===== config.mk =====
export PLATFORM = sky130hd
export DESIGN_NAME = shadow_region_ctl
export DESIGN_NICKNAME = d
export VERILOG_FILES = /design/src/rtl/shadow_cfg_pkg.sv /design/src/rtl/shadow_cfg_ctrl.sv /design/src/rtl/shadow_cfg_regs.sv /design/src/rtl/shadow_region_decode.sv /design/src/rtl/shadow_region_ctl.sv
export SDC_FILE = /design/constraint.sdc
export NUM_CORES = 1
export LEC_CHECK = 0
export BUFFER_PORTS_ARGS = -buffer_cell sky130_fd_sc_hd__buf_2
export CORE_ASPECT_RATIO = 1.4
export CORE_MARGIN = 2
export CORE_UTILIZATION = 40
export DETAILED_ROUTE_END_ITERATION = 16
export PLACE_DENSITY = 0.65
export REMOVE_ABC_BUFFERS = 1
export SLEW_MARGIN = 20
export SYNTH_ARGS = -nofsm -noshare
export SYNTH_HDL_FRONTEND = slang
export SYNTH_SLANG_ARGS = --single-unit

===== constraint.sdc =====
create_clock -name clk -period 3.8 [get_ports clk]
set_clock_uncertainty 0.2 [all_clocks]
set_input_delay 0.19 -clock clk [delete_from_list [all_inputs] [get_ports clk]]
set_output_delay 0.19 -clock clk [all_outputs]
set_load 0.01 [all_outputs]

===== src/rtl/shadow_cfg_pkg.sv =====
package shadow_cfg_pkg;
  typedef enum logic [1:0] {
    WR_EXT  = 2'b00,
    WR_DRAM = 2'b01,
    WR_DROP = 2'b10
  } wrTarget_e;

  typedef struct packed {
    logic loadIndex;
    logic storeData;
  } cfgStrobe_t;
endpackage


===== src/rtl/shadow_cfg_ctrl.sv =====
module shadow_cfg_ctrl
  import shadow_cfg_pkg::*;
#(
  parameter int IO_W = 16,
  parameter logic [IO_W-1:0] INDEX_PORT = 16'h0022,
  parameter logic [IO_W-1:0] DATA_PORT  = 16'h0024
) (
  input  logic            ioWrEn,
  input  logic [IO_W-1:0] ioAddr,
  output cfgStrobe_t      strobe
);
  always_comb begin
    strobe.loadIndex = ioWrEn && (ioAddr == INDEX_PORT);
    strobe.storeData = ioWrEn && (ioAddr == DATA_PORT);
  end
endmodule


===== src/rtl/shadow_cfg_regs.sv =====
module shadow_cfg_regs
  import shadow_cfg_pkg::*;
#(
  parameter int IO_W = 16,
  parameter int DATA_W = 8,
  parameter logic [IO_W-1:0] DATA_PORT = 16'h0024,
  parameter logic [DATA_W-1:0] REG_BASE = 8'h10,
  parameter int REG_COUNT = 5
) (
  input  logic              clk,
  input  logic              rst_n,
  input  cfgStrobe_t        strobe,
  input  logic [IO_W-1:0]   ioAddr,
  input  logic [DATA_W-1:0] ioWrData,
  output logic [DATA_W-1:0] ioRdData,
  output logic [DATA_W-1:0] policyReg,
  output logic [DATA_W-1:0] blockLoReg,
  output logic [DATA_W-1:0] blockHiReg
);
  localparam int OFS_POLICY = 1;
  localparam int OFS_BLKLO  = 2;
  localparam int OFS_BLKHI  = 3;
  localparam logic [DATA_W:0] WIN_END = {1'b0, REG_BASE} + (DATA_W+1)'(REG_COUNT);

  function automatic logic [DATA_W-1:0] resetValue(input int slot);
    case (slot)
      0:       return 8'h3F;
      1:       return 8'hF0;
      default: return '0;
    endcase
  endfunction

  logic [DATA_W-1:0] indexReg;
  logic [DATA_W-1:0] regFile [REG_COUNT];
  logic [DATA_W-1:0] slot;
  logic              indexHit;
  logic [REG_COUNT*DATA_W-1:0] regFlat;

  assign slot     = indexReg - REG_BASE;
  assign indexHit = ({1'b0, indexReg} >= {1'b0, REG_BASE}) && ({1'b0, indexReg} < WIN_END);

  always_ff @(posedge clk) begin
    if (!rst_n) indexReg <= '0;
    else if (strobe.loadIndex) indexReg <= ioWrData;
  end

  for (genvar g = 0; g < REG_COUNT; g++) begin : g_reg
    always_ff @(posedge clk) begin
      if (!rst_n) regFile[g] <= resetValue(g);
      else if (strobe.storeData && indexHit && (slot == DATA_W'(g))) regFile[g] <= ioWrData;
    end
    assign regFlat[g*DATA_W +: DATA_W] = regFile[g];
  end

  always_comb begin
    ioRdData = '1;
    if (ioAddr == DATA_PORT) begin
      ioRdData = '0;
      for (int i = 0; i < REG_COUNT; i++)
        if (indexHit && (slot == DATA_W'(i))) ioRdData = regFile[i];
    end
  end

  assign policyReg  = regFile[OFS_POLICY];
  assign blockLoReg = regFile[OFS_BLKLO];
  assign blockHiReg = regFile[OFS_BLKHI];

  // a data write outside the window leaves every stored byte intact
  p_ignored_write_r3: assert property (@(posedge clk) disable iff (!rst_n)
    strobe.storeData && !indexHit |=> $stable(regFlat));
  // any port other than the data port reads all ones
  p_other_port_r2: assert property (@(posedge clk) disable iff (!rst_n)
    ioAddr != DATA_PORT |-> ioRdData == '1);
endmodule


===== src/rtl/shadow_region_decode.sv =====
module shadow_region_decode
  import shadow_cfg_pkg::*;
#(
  parameter int ADDR_W = 20,
  parameter int DATA_W = 8
) (
  input  logic              clk,
  input  logic              rst_n,
  input  logic [ADDR_W-1:0] memAddr,
  input  logic [DATA_W-1:0] policyReg,
  input  logic [DATA_W-1:0] blockLoReg,
  input  logic [DATA_W-1:0] blockHiReg,
  output logic              inRange,
  output logic              rdInternal,
  output wrTarget_e         wrTarget
);
  localparam int SEG_W = 2;
  localparam int BLK_W = 2;
  localparam int BLKS  = 1 << BLK_W;
  localparam int SEG_LSB = ADDR_W - 2 - SEG_W;
  localparam int BLK_LSB = SEG_LSB - BLK_W;
  localparam logic [SEG_W-1:0] SEG_TOP = '1;

  logic [SEG_W-1:0] seg;
  logic [BLK_W-1:0] blk;
  logic [3:0]       segMaster;
  logic [BLKS-1:0]  segBlocks [4];
  logic [3:0]       shadowOn;

  assign inRange = &memAddr[ADDR_W-1 -: 2];
  assign seg     = memAddr[SEG_LSB +: SEG_W];
  assign blk     = memAddr[BLK_LSB +: BLK_W];

  // Segment 0 (C) uses the high nibble of blockHi, D the low nibble of blockLo, E its high nibble
  assign segMaster    = {1'b0, policyReg[6], policyReg[5], policyReg[4]};
  assign segBlocks[0] = blockHiReg[7:4];
  assign segBlocks[1] = blockLoReg[3:0];
  assign segBlocks[2] = blockLoReg[7:4];
  assign segBlocks[3] = '0;

  for (genvar g = 0; g < 4; g++) begin : g_seg
    assign shadowOn[g] = segMaster[g] & segBlocks[g][blk];
  end

  always_comb begin
    rdInternal = 1'b0;
    wrTarget   = WR_EXT;
    if (inRange) begin
      if (seg == SEG_TOP) begin
        if (policyReg[7]) wrTarget = WR_DRAM;
        else begin
          rdInternal = 1'b1;
          wrTarget   = WR_DROP;
        end
      end else if (shadowOn[seg]) begin
        rdInternal = 1'b1;
        wrTarget   = policyReg[3] ? WR_DRAM : WR_EXT;
      end
    end
  end

  p_below_idle_r11: assert property (@(posedge clk) disable iff (!rst_n)
    !inRange |-> !rdInternal && wrTarget == WR_EXT);
  p_top_modes_r5: assert property (@(posedge clk) disable iff (!rst_n)
    inRange && seg == SEG_TOP |-> (rdInternal ? wrTarget == WR_DROP : wrTarget == WR_DRAM));
  p_cde_no_drop_r9: assert property (@(posedge clk) disable iff (!rst_n)
    inRange && seg != SEG_TOP |-> wrTarget != WR_DROP);
  p_unshadowed_ext_r10: assert property (@(posedge clk) disable iff (!rst_n)
    inRange && seg != SEG_TOP && !rdInternal |-> wrTarget == WR_EXT);
  p_master_off_r6: assert property (@(posedge clk) disable iff (!rst_n)
    inRange && seg == 2'd0 && !policyReg[4] |-> !rdInternal);
endmodule


===== src/rtl/shadow_region_ctl.sv =====
module shadow_region_ctl
  import shadow_cfg_pkg::*;
#(
  parameter int IO_W = 16,
  parameter int DATA_W = 8,
  parameter int ADDR_W = 20,
  parameter logic [IO_W-1:0] INDEX_PORT = 16'h0022,
  parameter logic [IO_W-1:0] DATA_PORT  = 16'h0024,
  parameter logic [DATA_W-1:0] REG_BASE = 8'h10,
  parameter int REG_COUNT = 5
) (
  input  logic              clk,
  input  logic              rst_n,
  input  logic              ioWrEn,
  input  logic [IO_W-1:0]   ioAddr,
  input  logic [DATA_W-1:0] ioWrData,
  output logic [DATA_W-1:0] ioRdData,
  input  logic [ADDR_W-1:0] memAddr,
  output logic              inRange,
  output logic              rdInternal,
  output logic [1:0]        wrTarget
);
  cfgStrobe_t        strobe;
  logic [DATA_W-1:0] policyReg, blockLoReg, blockHiReg;
  wrTarget_e         wrTargetEnum;

  shadow_cfg_ctrl #(.IO_W(IO_W), .INDEX_PORT(INDEX_PORT), .DATA_PORT(DATA_PORT)) ctrl_i (
    .ioWrEn(ioWrEn), .ioAddr(ioAddr), .strobe(strobe));

  shadow_cfg_regs #(.IO_W(IO_W), .DATA_W(DATA_W), .DATA_PORT(DATA_PORT),
                    .REG_BASE(REG_BASE), .REG_COUNT(REG_COUNT)) regs_i (
    .clk(clk), .rst_n(rst_n), .strobe(strobe), .ioAddr(ioAddr), .ioWrData(ioWrData),
    .ioRdData(ioRdData), .policyReg(policyReg), .blockLoReg(blockLoReg),
    .blockHiReg(blockHiReg));

  shadow_region_decode #(.ADDR_W(ADDR_W), .DATA_W(DATA_W)) decode_i (
    .clk(clk), .rst_n(rst_n), .memAddr(memAddr), .policyReg(policyReg),
    .blockLoReg(blockLoReg), .blockHiReg(blockHiReg), .inRange(inRange),
    .rdInternal(rdInternal), .wrTarget(wrTargetEnum));

  assign wrTarget = wrTargetEnum;
endmodule


==> out/metrics.yaml <==
routing:
  wirelength_um: 5890
  wl_per_cell_um: 18.2
  drtIter0Drc: 110
  route.detailed.drc: 0
  ant_nets: 0
  firstDrtPassIters: 4
  viasPerCell: 5.87
  vias: 1895
status:
  status: "complete, no violations"
setup_path:
  worstSetupPathType: "flip-flop to flip-flop"
  cp.arrival_ps: 2660
  critPathMaxFanout: 23
  worstPathCellList: "nor2_1 -> o2111ai_1 -> or3_4 -> o21ai_0 -> buf_4"
  start_kind: "flip-flop"
  cp_slowest_stage_delay_ps: 600
  cpMaxStageDelayCell: "o21ai_0"
  cp-end-kind: "flip-flop"
  worst-endpoint-required_ps: 3620
place:
  routabilityCongestion: 0.849
  hpwl_um: 4390
  io_buffers: 44
  dp_slack_ps: 956
global_routing:
  grt_pass1_vias: 1983
  grt_max_degree: 31
  overflow: 0
  grt_pass1_wl_um: 9610
  gr-usage-all-layers_pct: 18.3
  antenna_found_initial: 0
power:
  switching_power_w: 0.000208
  p_leak_nw: 1.06
  p_seq_share_pct: 61.9
  comb_power_share_pct: 7.5
  p_int_w: 0.000743
  p_clk_share_pct: 30.6
  power_w: 0.000952
  powerDensity_nw_per_um2: 325
  switching_share_pct: 21.9
  vdd_drop_max_v: 0.000140
die:
  die-area_sq_um: 7010
  io_pins: 59
  row_count: 34
  die_y_um: 98.3
  start_util_pct: 41.2
  core-area_sq_um: 6170
  die_w_um: 71.3
logic_synthesis:
  synth_cell_types: 39
  seq_area_frac_synth_pct: 53.6
  async_flop_share_pct: 0
  synth_ff_type: "edfxtp_1"
  netlist_instances: 206
  ys_warn_count: 0
  syn_area_per_cell_sq_um: 12.3
  synth_edf_count: 40
  synth-seq-cells: 48
  syn_area_sq_um: 2540
cts:
  cts_buffers: 5
  cts_tree: "yes"
  clock_path_buffers: 2
  postCtsSetupBuffers: 0
  root_buffer: "clkbuf_8"
  clock_sinks: 48
  clk_pin_slew_ps: 80
  post_cts_resized: 0
  clk-insertion-delay-late_ps: 290
  ctsHtreeMaxLevel: 2
sta:
  finalSetupViolations: 0
  period_share_pct: 74.9
  relSlewSlack_pct: 39.6
  final_hold_viol_count: 0
  achievable-frequency_mhz: 351
  slew_viol_final: 0
  grt_setup_unrepaired: "false"
  finalWorstSetupSlack_ps: 954
  tns_ps: 0
  min_period_ps: 2850
  worstMarginPinSlew_ps: 898
finish:
  final_nets: 297
  fillers: 569
  drive_gt1_share_pct: 29.1
  antenna_cells: 0
  area_growth_pct: 15.4
worst_hold_path:
  hp-class: "input pin to flip-flop"
run:
  drv_cap: 0
==> cells in the mapped netlist (2+ instances only) <==
cell / number / area, sq um
and3_1: 11 / 68.8
nand4b_1: 4 / 35.0
or4_1: 6 / 45.0
nand4_1: 2 / 12.5
nand2_1: 21 / 78.8
nor4b_1: 5 / 43.8
o21ai_0: 4 / 20.0
nand3_1: 5 / 25.0
buf_2: 2 / 10.0
nor3_1: 9 / 45.0
and2_1: 9 / 56.3
and3b_1: 2 / 17.5
nor2_1: 4 / 15.0
mux2i_1: 12 / 120
edfxtp_1: 40 / 1200
dfxtp_1: 8 / 160
and4_1: 4 / 35.0
inv_1: 4 / 15.0
mux4_2: 9 / 203
nor4_1: 5 / 31.3
a221o_1: 8 / 80.1
or2_2: 2 / 12.5
nand2b_1: 3 / 18.8
clkbuf_1: 12 / 45.0
==> through the flow <==
| step | utilization (%) | area [sq um] | instances | hold slack, ps |
|---|---|---|---|---|
| after global placement | 46.0 | 2840 | 314 | 251 |
| after floorplan | - | 2470 | 190 | 139 |
| after CTS | 47.5 | 2930 | 323 | 1.85 |
| after detailed placement | 46.0 | 2840 | 314 | 260 |
| final | 47.5 | 2930 | 323 | 7.88 |
| after global routing | 47.5 | 2930 | 323 | 22.3 |
==> final timing paths <==
check	endpoint	depth (start not counted)	slack (ps)	start
worst max-delay path	regs_i.regFile[1][5]$_SDFFCE_PN1P_	5	950	regs_i.indexReg[1]$_SDFFE_PN0P_
worst min-delay path	regs_i.regFile[0][1]$_SDFFCE_PN1P_	2	8	ioWrData[1]
worst max register to register	regs_i.regFile[1][5]$_SDFFCE_PN1P_	5	950	regs_i.indexReg[1]$_SDFFE_PN0P_
worst min register to register	regs_i.indexReg[4]$_SDFFE_PN0P_	2	270	regs_i.indexReg[4]$_SDFFE_PN0P_
==> what timing repair did <==
action / CTS / global route
hold endpoints to repair: 1 / 0
hold buffers: 1 / 0
endpoints found under the setup margin: 0 / 0
==> cell usage in the layout, fill, tap and decap left out, types with 6 or more instances in the layout <==
cell / n
nor3_1: 9
and3_1: 11
mux2i_1: 12
nand2_1: 21
mux4_2: 9
edfxtp_1: 40
or4_1: 6
dfxtp_1: 8
buf_2: 44
buf_4: 8
a221o_1: 8
and2_1: 9
==> layer usage <==
layer	wire length, um	GRT usage [%]
met3	252	2.79
met2	3100	30.8
met5	0	0
met4	331	11.8
met1	2210	21.2
==> area by class of cell <==
cell class	instances	area (sq um)	share of cell area (%)
Timing Repair Buffer	53	290	9.91
Clock inverter	1	5.00	0.171
Clock buffer	7	76.3	2.60
Multi-Input combinational cell	138	1090	37.3
Sequential cell	48	1360	46.5
Inverter	4	15.0	0.512
Tap cell	72	90.1	3.07
==> worst max-delay path, delay by kind of cell (launching register included) <==
| kind | cells | cell delay, ps |
|---|---|---|
| buf+inv | 1 | 270 |
| compound gates | 2 | 790 |
| flops | 1 | 530 |
| simple gates | 2 | 760 |
==> power groups by stage <==
| stage | clock, W | sequential [W] | combinational, W |
|---|---|---|---|
| 2_1_floorplan | 0 | 0.000598 | 0.0000285 |
| 3_3_place_gp | 0 | 0.000601 | 0.0000706 |
| 3_5_place_dp | 0 | 0.000601 | 0.0000711 |
| 4_1_cts | 0.000300 | 0.000589 | 0.0000722 |
| 5_1_grt | 0.000313 | 0.000591 | 0.0000787 |
| 6_report | 0.000291 | 0.000589 | 0.0000716 |
==> sequential cells by signal (all words and copies together) (netlist names) <==
signal	count
regs_i.indexReg	8
regs_i.regFile	40
==> cell families after synthesis <==
| logic type | after synthesis | share of synthesized area (%) |
|---|---|---|
| AOI/OAI and AO/OA | 18 | 5.82 |
| DFF | 48 | 53.6 |
| and+or+nand+nor | 99 | 24.5 |
| muxes | 21 | 12.7 |
| buffers and inverters | 20 | 3.35 |
No activity file was read; power rests on OpenSTA's default activity.
